[config.mk]
export PLATFORM = sky130hd
export DESIGN_NAME = file_access_decoder
export DESIGN_NICKNAME = d
export VERILOG_FILES = /design/src/rtl/file_dec_pkg.sv /design/src/rtl/idec_classify.sv /design/src/rtl/idec_ea.sv /design/src/rtl/idec_gate.sv /design/src/rtl/file_access_decoder.sv
export SDC_FILE = /design/constraint.sdc
export NUM_CORES = 1
export LEC_CHECK = 0
export BUFFER_PORTS_ARGS = -buffer_cell sky130_fd_sc_hd__buf_4
export CAP_MARGIN = 20
export CORE_MARGIN = 4
export CORE_UTILIZATION = 30
export DETAILED_ROUTE_END_ITERATION = 16
export PLACE_DENSITY_LB_ADDON = 0.3
export RECOVER_POWER = 100
export SLEW_MARGIN = 15
export SYNTH_ARGS = -nofsm -noshare
export SYNTH_HDL_FRONTEND = slang
export SYNTH_SLANG_ARGS = --single-unit
[constraint.sdc]
create_clock -name clk -period 0.9 [get_ports clk]
set_clock_uncertainty 0.1 [all_clocks]
set_input_delay 0.135 -clock clk [delete_from_list [all_inputs] [get_ports clk]]
set_output_delay 0.135 -clock clk [all_outputs]
set_load 0.01 [all_outputs]
[src/rtl/file_dec_pkg.sv]
package file_dec_pkg;
  localparam int INSTR_W = 12;
  localparam int FIELD_W = 5;

  typedef enum logic [2:0] {
    CLS_CTRL  = 3'd0,
    CLS_STORE = 3'd1,
    CLS_CLEAR = 3'd2,
    CLS_BYTE  = 3'd3,
    CLS_BIT   = 3'd4,
    CLS_LIT   = 3'd5
  } op_class_e;

  typedef struct packed {
    op_class_e cls;
    logic      rd;
    logic      wr;
  } dec_t;
endpackage

[src/rtl/idec_classify.sv]
module idec_classify
  import file_dec_pkg::*;
(
  input  logic [INSTR_W-1:0] instr,
  output dec_t               dec
);
  always_comb begin
    dec = '{cls: CLS_CTRL, rd: 1'b0, wr: 1'b0};
    if (instr[11]) begin
      // literal / branch: operand field is not a file address
      dec.cls = CLS_LIT;
    end else if (instr[10]) begin
      // bit ops: clear/set are read-modify-write, tests only read
      dec.cls = CLS_BIT;
      dec.rd  = 1'b1;
      dec.wr  = ~instr[9];
    end else if (instr[9:7] != 3'b000) begin
      // byte ops consume the file; destination bit selects write-back
      dec.cls = CLS_BYTE;
      dec.rd  = 1'b1;
      dec.wr  = instr[5];
    end else begin
      unique case (instr[6:5])
        2'b00: dec.cls = CLS_CTRL;
        2'b01: begin dec.cls = CLS_STORE; dec.wr = 1'b1; end
        2'b10: dec.cls = CLS_CLEAR;
        default: begin dec.cls = CLS_CLEAR; dec.wr = 1'b1; end
      endcase
    end
  end
endmodule

[src/rtl/idec_ea.sv]
module idec_ea
  import file_dec_pkg::*;
#(
  parameter int ADDR_W = 8
) (
  input  logic [FIELD_W-1:0] field,
  input  logic [ADDR_W-1:0]  ptr,
  output logic [ADDR_W-1:0]  ea
);
  logic [ADDR_W-1:0] direct;
  logic              is_indirect;

  generate
    if (ADDR_W > FIELD_W) begin : g_widen
      assign direct = {{(ADDR_W-FIELD_W){1'b0}}, field};
    end else begin : g_narrow
      assign direct = field[ADDR_W-1:0];
    end
  endgenerate

  assign is_indirect = (field == '0);
  assign ea = is_indirect ? ptr : direct;
endmodule

[src/rtl/idec_gate.sv]
module idec_gate
  import file_dec_pkg::*;
(
  input  logic exec,
  input  dec_t dec,
  output logic rd_req,
  output logic wr_req
);
  assign rd_req = exec & dec.rd;
  assign wr_req = exec & dec.wr;
endmodule

[src/rtl/file_access_decoder.sv]
module file_access_decoder
  import file_dec_pkg::*;
#(
  parameter int ADDR_W = 8
) (
  input  logic               clk,
  input  logic               rst_n,
  input  logic               exec_i,
  input  logic [INSTR_W-1:0] instr_i,
  input  logic [ADDR_W-1:0]  ptr_i,
  output logic               rd_en_o,
  output logic               wr_en_o,
  output logic [ADDR_W-1:0]  addr_o,
  output logic [2:0]         class_o
);
  dec_t              dec;
  logic [ADDR_W-1:0] ea;
  logic              rd_req, wr_req;
  op_class_e         cls_q;

  idec_classify u_cls (.instr(instr_i), .dec(dec));

  idec_ea #(.ADDR_W(ADDR_W)) u_ea (
    .field(instr_i[FIELD_W-1:0]), .ptr(ptr_i), .ea(ea)
  );

  idec_gate u_gate (.exec(exec_i), .dec(dec), .rd_req(rd_req), .wr_req(wr_req));

  always_ff @(posedge clk) begin
    if (!rst_n) begin
      rd_en_o <= 1'b0;
      wr_en_o <= 1'b0;
      addr_o  <= '0;
      cls_q   <= CLS_CTRL;
    end else begin
      rd_en_o <= rd_req;
      wr_en_o <= wr_req;
      if (exec_i) begin
        addr_o <= ea;
        cls_q  <= dec.cls;
      end
    end
  end

  assign class_o = cls_q;

  assert_nop_quiet_R1: assert property (@(posedge clk) disable iff (!rst_n)
    (exec_i && instr_i == '0) |=> (!rd_en_o && !wr_en_o));

  assert_movf_reads_R2: assert property (@(posedge clk) disable iff (!rst_n)
    (exec_i && instr_i[11:5] == 7'b0010000) |=> (rd_en_o && !wr_en_o));

  assert_store_no_read_R3: assert property (@(posedge clk) disable iff (!rst_n)
    (exec_i && instr_i[11:5] == 7'b0000001) |=> (wr_en_o && !rd_en_o));

  assert_lit_quiet_R5: assert property (@(posedge clk) disable iff (!rst_n)
    (exec_i && instr_i[11]) |=> (!rd_en_o && !wr_en_o && class_o == 3'd5));

  assert_direct_addr_R8: assert property (@(posedge clk) disable iff (!rst_n)
    (exec_i && instr_i[4:0] != 5'd0) |=> (addr_o == ADDR_W'($past(instr_i[4:0]))));

  assert_indirect_addr_R8: assert property (@(posedge clk) disable iff (!rst_n)
    (exec_i && instr_i[4:0] == 5'd0) |=> (addr_o == $past(ptr_i)));

  assert_idle_hold_R9: assert property (@(posedge clk) disable iff (!rst_n)
    (!exec_i) |=> (!rd_en_o && !wr_en_o && $stable(addr_o) && $stable(class_o)));
endmodule

Word-level counts from Yosys, hierarchy flattened

Cells that the tools add are included.

Register bits: 13
Input port bits: 23
Output and inout port bits: 13

Eq/ne operators: 2
Multiplexer cells: 9
Bitwise logic cells: 3
Reductions and logical operators: 4

Operators by type and width:

| cell                 | number |
|---|---|
| $mux W8              | 1 |
| $logic_not A5 Y1     | 1 |
| $mux W5              | 1 |
| $mux W2              | 2 |
| $pmux W2 S2          | 1 |
| $mux W1              | 3 |
| $mux W3              | 1 |
| $reduce_bool A3 Y1   | 1 |
| $and A1 B1 Y1        | 2 |
| $eq A2 B1 Y1 const B | 1 |
| $eq A2 B2 Y1 const B | 1 |
| $logic_not A2 Y1     | 1 |
| $reduce_or A2 Y1     | 1 |
| $not A1 Y1           | 1 |

Logic depth before layout (Yosys ltp)

Gate-level depths: netlist of the first run.

Depth after elaboration: 7
Depth in mapped cells: 3

By module

A second synthesis of the first run with hierarchy kept.

Cell total of the unflattened synthesis: 67
Area total of the unflattened synthesis: 643.1 µm²

Modules (own cells, without submodules):

| module              | instances | cells each | area each (µm²) |
|---|---|---|---|
| file_access_decoder | 1         | 39         | 466.7 |
| idec_ea             | 1         | 15         | 103.8 |
| idec_classify       | 1         | 11         | 60.1 |
| idec_gate           | 1         | 2          | 12.5 |

Worst setup path before layout of the first run

Ideal clock, no wire load.

Kind: input port to flip-flop
Start point: input instr_i[8]
End point: register cls_q[1], in the netlist class_o[1]
Library setup time: 124 ps
Data arrival time: 730 ps
Required time: 676 ps
Setup slack: -53 ps
Stages: 3
Cells stage by stage: or3_1 nor2_1 o32ai_2

Cells in the longest elaborated chain, start to end: 4

RTL lines:

| element              | RTL line                  | text |
|---|---|---|
| start, declared      | file_access_decoder.sv:9  | `input logic [INSTR_W-1:0] instr_i,` |
| $reduce_bool A3 Y1   | idec_classify.sv:17       | `end else if (instr[9:7] != 3'b000) begin` |
| $mux W2              | idec_classify.sv:17       |  |
| $mux W5              | idec_classify.sv:12       | `end else if (instr[10]) begin` |
| $mux W3              | idec_classify.sv:9        | `if (instr[11]) begin` |
| end signal, assigned | file_access_decoder.sv:40 | `cls_q <= dec.cls;` |
| end, declared        | file_access_decoder.sv:19 | `op_class_e cls_q;` |

No other way between the ends.
A chain may end at the register's enable or synchronous reset.

Worst setup path after layout of the first run

Start point: register addr_o[4]
End point: output addr_o[4]

RTL lines:

| element                | RTL line                  | text |
|---|---|---|
| start, declared        | file_access_decoder.sv:13 | `output logic [ADDR_W-1:0] addr_o,` |
| start signal, assigned | file_access_decoder.sv:33 | `addr_o <= '0;` |
| start signal, assigned | file_access_decoder.sv:39 | `addr_o <= ea;` |

No word-level cell between the ends.

==> run summary, run 1 <==
Result of the run = complete, but fails checks
Violations in the final reports = setup timing
Met2 wire length = 695 µm
Clock Power Share = 0.282
Ratio of final minimum period to clock period = 1.05
Mean cell area of the mapped netlist = 9.20 µm²
Switching Fraction = 0.242
Vias per inst = 4.72
Unrepaired setup endpoints after global routing = true
Maximum fanout along the worst path = 2
Standby leakage power = 0.000421 µW
GPL Wtd Cong = 0.683
Total length of routed met3 wires = 127 µm
Critical path startpoint category = register
Number of setup buffers added after CTS = 0
CTS H-Tree Depth = 1
Post-synthesis instance total = 60
Post-route minimum period = 947 ps
Max Buffers Root-to-Sink = 2
Clock Root Buffer = sky130_fd_sc_hd__clkbuf_4
Die area = 2590 µm²
Peak supply drop = 781 µV
Uppermost layer routed = met4
Final number of max-transition violations = 0
Total Negative Setup Slacks = -505 ps
Number of fill cells = 187
Global-route usage over all layers = 0.122
Starting density of the core = 0.320
Crit path required time = 660 ps
Critical path's largest stage delay = 330 ps
Count of final setup violators = 13
Detailed placer's ending HPWL = 1160 µm
Clock Sinks = 13
I/O pin total = 36
Design area = 952 µm²
Number of DRC violations after detailed routing = 0
Overall die width = 50.9 µm
Fraction of power consumed by combinational cells = 0.209
Highest achievable clock rate = 1060 MHz
Wire length of the first global-routing pass = 2420 µm
Final net count = 125
Fraction of final layout cells sized beyond drive strength 1 = 0.584
Sequential cell fraction of total power = 0.508
Quantity of I/O buffers inserted on ports = 35
Synth Net Count = 83
Length of routed wiring on met1 = 615 µm
Net load switching power = 298 µW
Crit path capture type = output pin
Wire length per cell after detailed routing = 11.6 µm
Final Util = 0.551
Antenna Cells = 0
Number of global-route vias before repair = 556
Actual transition at the worst max-transition pin = 286 ps
Number of nets still failing antenna checks after routing = 0
Area share of the largest cell type after synthesis = 0.472
Critical path's top delay family = flip-flops
Summed instance area of the synthesized netlist = 552 µm²
Area grow syn2layout = 72.6%
Internal = 933 µW
Sequential-to-total area share from yosys stat = 0.472
Antenna violations before repair = 0
Number of max-capacitance violations reported = 0
Count of standard-cell rows = 15
Detailed-route via count = 595
Crit-path cells = buf_6
Distinct cells, synth = 19
Post-synthesis sequential element count = 13
Area of the core = 1730 µm²
Min-Delay Path Class = in2reg
Number of DRC violations after detailed-routing iteration 0 = 1
Total Routed Length = 1470 µm
Hold Vio Cnt, Final = 0
Register Area = 277 µm²
Power density over the cells = 1290 nW/µm²
Final cell count without fillers = 126
Placed Cells = 122
Residual overflow from global routing = 0
TritonCTS clock tree = yes
Total number of yosys warnings = 0
Reg clk slew, reported paths = 80 ps
Pre-Repair DR Iteration Count = 4
Area contributors post-synth = sky130_fd_sc_hd__dfxtp_1 (47%), sky130_fd_sc_hd__a21oi_1 (6.3%), sky130_fd_sc_hd__o21ai_0 (6.3%), sky130_fd_sc_hd__a31oi_1 (5.7%), sky130_fd_sc_hd__a32oi_1 (4.8%)
Tot Pwr = 1230 µW
Die height = 50.9 µm
Later-pin clock latency in the skew report = 270 ps
Setup WS post-layout = -46.8 ps
WS Path Type = reg2out
Number of clock buffers inserted by TritonCTS = 3
Combined area of the multi-input logic cells = 272 µm²
CP Data Arrival Time = 710 ps
Relative slew slack = 0.809
Total placed instance area = 875 µm²
Largest net degree at the start of global routing = 13
Cell with the biggest individual delay on the critical path = sky130_fd_sc_hd__dfxtp_2
Library cell occupying the most area in the post-synthesis netlist = sky130_fd_sc_hd__dfxtp_1
CP bufs+invs = 1
## layout make-up
cell class,count,share of cell area
Clock buffer,4,0.0276
Inverter,3,0.0118
Multi-Input combinational cell,42,0.285
Sequential cell,13,0.290
Tap cell,25,0.0329
Timing Repair Buffer,39,0.352
## power by group through the flow
stage	Combinational, µW	Clock [µW]	Sequential (µW)
floorplan	73.9	0	642
global placement	246	0	629
detailed placement	249	0	629
CTS	266	365	626
global route	281	395	630
finish	257	348	626
## logic make-up (layout without fill, tap and decap cells)
logic type | after synthesis | after routing | synth area share
multiplexers | 1 | 1 | 0.0181
buffers and inverters | 5 | 46 | 0.0363
AO/OA/AOI/OAI | 24 | 24 | 0.274
flip-flops | 13 | 13 | 0.472
AND/OR/NAND/NOR | 17 | 17 | 0.200
## state kept, by name (all words and copies together) (netlist names)
| signal | flops |
|---|---|
| wr_en_o | 1 |
| class_o | 3 |
| rd_en_o | 1 |
| addr_o | 8 |
## metal layers
metal | GRT usage | up-vias
li1 | - | 302
met1 | 0.144 | 264
met2 | 0.196 | 25
met3 | 0.0408 | 4
met4 | 0.0673 | 0
met5 | 0 | -
## cells in the mapped netlist
cell / count
sky130_fd_sc_hd__nor2_2: 1
sky130_fd_sc_hd__nand2_1: 2
sky130_fd_sc_hd__nor2b_1: 4
sky130_fd_sc_hd__o32ai_2: 1
sky130_fd_sc_hd__nor3_2: 1
sky130_fd_sc_hd__and2b_2: 1
sky130_fd_sc_hd__or3_1: 1
sky130_fd_sc_hd__dfxtp_1: 13
sky130_fd_sc_hd__nor4b_4: 1
sky130_fd_sc_hd__clkbuf_1: 1
sky130_fd_sc_hd__inv_1: 3
sky130_fd_sc_hd__buf_2: 1
sky130_fd_sc_hd__nor2_1: 6
sky130_fd_sc_hd__a31oi_1: 5
sky130_fd_sc_hd__o21bai_1: 1
sky130_fd_sc_hd__mux2i_1: 1
sky130_fd_sc_hd__a32oi_1: 3
sky130_fd_sc_hd__a21oi_1: 7
sky130_fd_sc_hd__o21ai_0: 7
## final timing paths
| kind | endpoint | cells past startpoint | from | slack (ps) |
|---|---|---|---|---|
| hold reg to reg | class_o[1] | 2 | class_o[1] | 390 |
| hold / removal | class_o[1] | 2 | instr_i[10] | 7 |
| setup reg to reg | addr_o[2] | 2 | addr_o[2] | 130 |
| setup / recovery | addr_o[4] | 1 | addr_o[4] | -50 |
## through the flow
stage / setup WS, ps / hold slack, ps
after floorplan: -32.3 / 154
after global placement: -159 / 291
after detailed placement: -175 / 294
after CTS: -56.0 / -1.84
after global routing: -81.2 / 4.57
final: -46.8 / 6.87
## layout by cell type (no fill, tap or decap)
master	Yosys	final
sky130_fd_sc_hd__buf_4	0	23
sky130_fd_sc_hd__or3_1	1	1
sky130_fd_sc_hd__nor2_2	1	1
sky130_fd_sc_hd__dfxtp_2	0	13
sky130_fd_sc_hd__a31oi_1	5	5
sky130_fd_sc_hd__nor4b_4	1	1
sky130_fd_sc_hd__a32oi_1	3	3
sky130_fd_sc_hd__o32ai_2	1	1
sky130_fd_sc_hd__clkbuf_4	0	4
sky130_fd_sc_hd__buf_6	0	13
sky130_fd_sc_hd__nor3_2	1	1
sky130_fd_sc_hd__clkbuf_2	0	1
sky130_fd_sc_hd__inv_1	3	3
sky130_fd_sc_hd__o21ai_0	7	7
sky130_fd_sc_hd__a21oi_1	7	7
sky130_fd_sc_hd__nand2_1	2	2
sky130_fd_sc_hd__and2b_2	1	1
sky130_fd_sc_hd__nor2_1	6	6
sky130_fd_sc_hd__clkbuf_1	1	2
sky130_fd_sc_hd__o21bai_1	1	1
sky130_fd_sc_hd__mux2i_1	1	1
sky130_fd_sc_hd__nor2b_1	4	4
## timing repair
action	CTS	global route
endpoints found under the hold margin	1	0
endpoints found under the setup margin	13	13
gates cloned	0	0
gates resized for setup	26	0
No activity file was read; power rests on OpenSTA's default activity.
==> run 2, diff against run 1 <==
CELL_PAD_IN_SITES_DETAIL_PLACEMENT = 2   (was default)
CELL_PAD_IN_SITES_GLOBAL_PLACEMENT = 2   (was default)
CORE_UTILIZATION = 19   (was 30)
==> run 2 against run 1 <==
Against the previous run: the run still ends with setup timing left; first-iteration DRC count rose to 9.0 times the previous value; non-clock buffer count rose by 1; utilization fell by 20 points; worst setup slack got worse by 19 ps; die area rose by 48%; flip-flop and latch count did not move; highest routed layer unchanged.
==> run summary, run 2 (synthesis results as in run 1) <==
Worst setup endpoint = class_o[0]
Peak supply drop = 1190 µV
Quantity of I/O buffers inserted on ports = 35
Reg2reg setup slack = 40 ps
Result of the run = complete, but fails checks
Starting density of the core = 0.200
Hold Vio Cnt, Final = 0
Final cell count without fillers = 133
Setup WS post-layout = -66.1 ps
Pre-Repair DR Iteration Count = 2
Cell with the biggest individual delay on the critical path = sky130_fd_sc_hd__dfxtp_2
Highest achievable clock rate = 1040 MHz
Violations in the final reports = setup timing
Clock Sinks = 13
Register Area = 277 µm²
Final Util = 0.349
Maximum fanout along the worst path = 2
Crit-path cells = buf_6
CTS Hold Buffers Added = 0
TritonCTS clock tree = yes
Count of standard-cell rows = 19
Actual transition at the worst max-transition pin = 312 ps
CP bufs+invs = 1
Count of final setup violators = 13
Relative slew slack = 0.792
Post-Route Hold Slack = 11.3 ps
Combined area of the multi-input logic cells = 267 µm²
Number of max-capacitance violations reported = 0
CTS H-Tree Depth = 1
Residual overflow from global routing = 0
Logic depth of the worst setup path including buffers = 1
Number of clock buffers inserted by TritonCTS = 3
Most frequent cells in the layout = sky130_fd_sc_hd__buf_4 (24), sky130_fd_sc_hd__dfxtp_2 (13), sky130_fd_sc_hd__buf_6 (13)
Post-route minimum period = 966 ps
Number of cells on the worst reg-to-reg path = 3
I/O pin total = 36
Number of DRC violations after detailed-routing iteration 0 = 9
Detailed placer's ending HPWL = 1550 µm
Detailed-route via count = 618
Largest net degree at the start of global routing = 13
Tot Pwr = 1260 µW
Antenna violations before repair = 0
Min-Delay Path Class = in2reg
Critical path's largest stage delay = 360 ps
Reg clk slew, reported paths = 80 ps
Later-pin clock latency in the skew report = 270 ps
Die area = 3830 µm²
Number of DRC violations after detailed routing = 0
CP Data Arrival Time = 730 ps
WS Path Type = reg2out
Total Routed Length = 1930 µm
Max Buffers Root-to-Sink = 2
Wire length per cell after detailed routing = 14.5 µm
Final number of max-transition violations = 0
Global-route usage over all layers = 0.111
Clock Root Buffer = sky130_fd_sc_hd__clkbuf_4
Die height = 61.9 µm
Launch instance of the worst register-to-register path = addr_o[5]
GPL Wtd Cong = 0.645
Wire length of the first global-routing pass = 2950 µm
Standby leakage power = 0.000424 µW
Most flop-heavy register = addr_o
Ratio of final minimum period to clock period = 1.07
Most common library cell in the layout ignoring fill and taps = sky130_fd_sc_hd__buf_4
Number of global-route vias before repair = 658
Area of the core = 2760 µm²
Vias per inst = 4.65
Placed Cells = 128
Crit path required time = 660 ps
Flip-flop count of the largest register after layout = 8
Area grow syn2layout = 74.4%
Crit Reg-Reg Endpoint = addr_o[5]
Antenna Cells = 0
Critical path startpoint category = register
Power density over the cells = 1310 nW/µm²
Fraction of final layout cells sized beyond drive strength 1 = 0.588
Startpoint of the most critical setup path = class_o[0]
Number of fill cells = 329
Number of nets still failing antenna checks after routing = 0
Unrepaired setup endpoints after global routing = true
Crit path capture type = output pin
Final net count = 126
Critical path's top delay family = flip-flops
Overall die width = 61.9 µm
## run 2: through the flow
stage | setup TNS (ps) | cell area, µm² | setup slack [ps]
3_5_place_dp | -1600 | 882 | -183
3_3_place_gp | -1330 | 882 | -162
4_1_cts | -814 | 980 | -73.9
2_1_floorplan | -47.0 | 559 | -32.3
6_report | -680 | 962 | -66.1
5_1_grt | -1100 | 962 | -96.6
## run 2: final cells by class
| cell class | instances | area share |
|---|---|---|
| Multi-Input combinational cell | 42 | 0.277 |
| Tap cell | 31 | 0.0403 |
| Clock buffer | 4 | 0.0273 |
| Timing Repair Buffer | 40 | 0.356 |
| Inverter | 3 | 0.0117 |
| Sequential cell | 13 | 0.287 |
## run 2: metal layers
layer	GRT usage	wire length (µm)	vias up
li1	-	-	305
met3	0.0537	143	2
met4	0.0273	10	0
met2	0.202	1040	23
met1	0.113	735	288
met5	0	0	-
## run 2: power breakdown
| group | internal (µW) | switching (µW) | total [µW] |
|---|---|---|---|
| combinational | 153 | 111 | 263 |
| sequential | 609 | 19.9 | 629 |
| clock | 172 | 197 | 368 |
## run 2: worst min-delay path by stage
| stage | from | end | slack [ps] | cells past startpoint |
|---|---|---|---|---|
| 3_5_place_dp | instr_i[5] | wr_en_o | 310 | 3 |
| 4_1_cts | instr_i[10] | class_o[1] | 9 | 2 |
| 2_1_floorplan | instr_i[10] | class_o[1] | 150 | 1 |
| 3_3_place_gp | instr_i[10] | class_o[1] | 300 | 2 |
| 5_1_grt | instr_i[10] | class_o[1] | 10 | 2 |
| 6_report | instr_i[10] | class_o[1] | 10 | 2 |
## run 2: repair_timing
action                     4_1_cts  5_1_grt
setup endpoints to repair       13       14
gates cloned                     0        0
setup buffers                    1        0
gates resized for setup         25        1
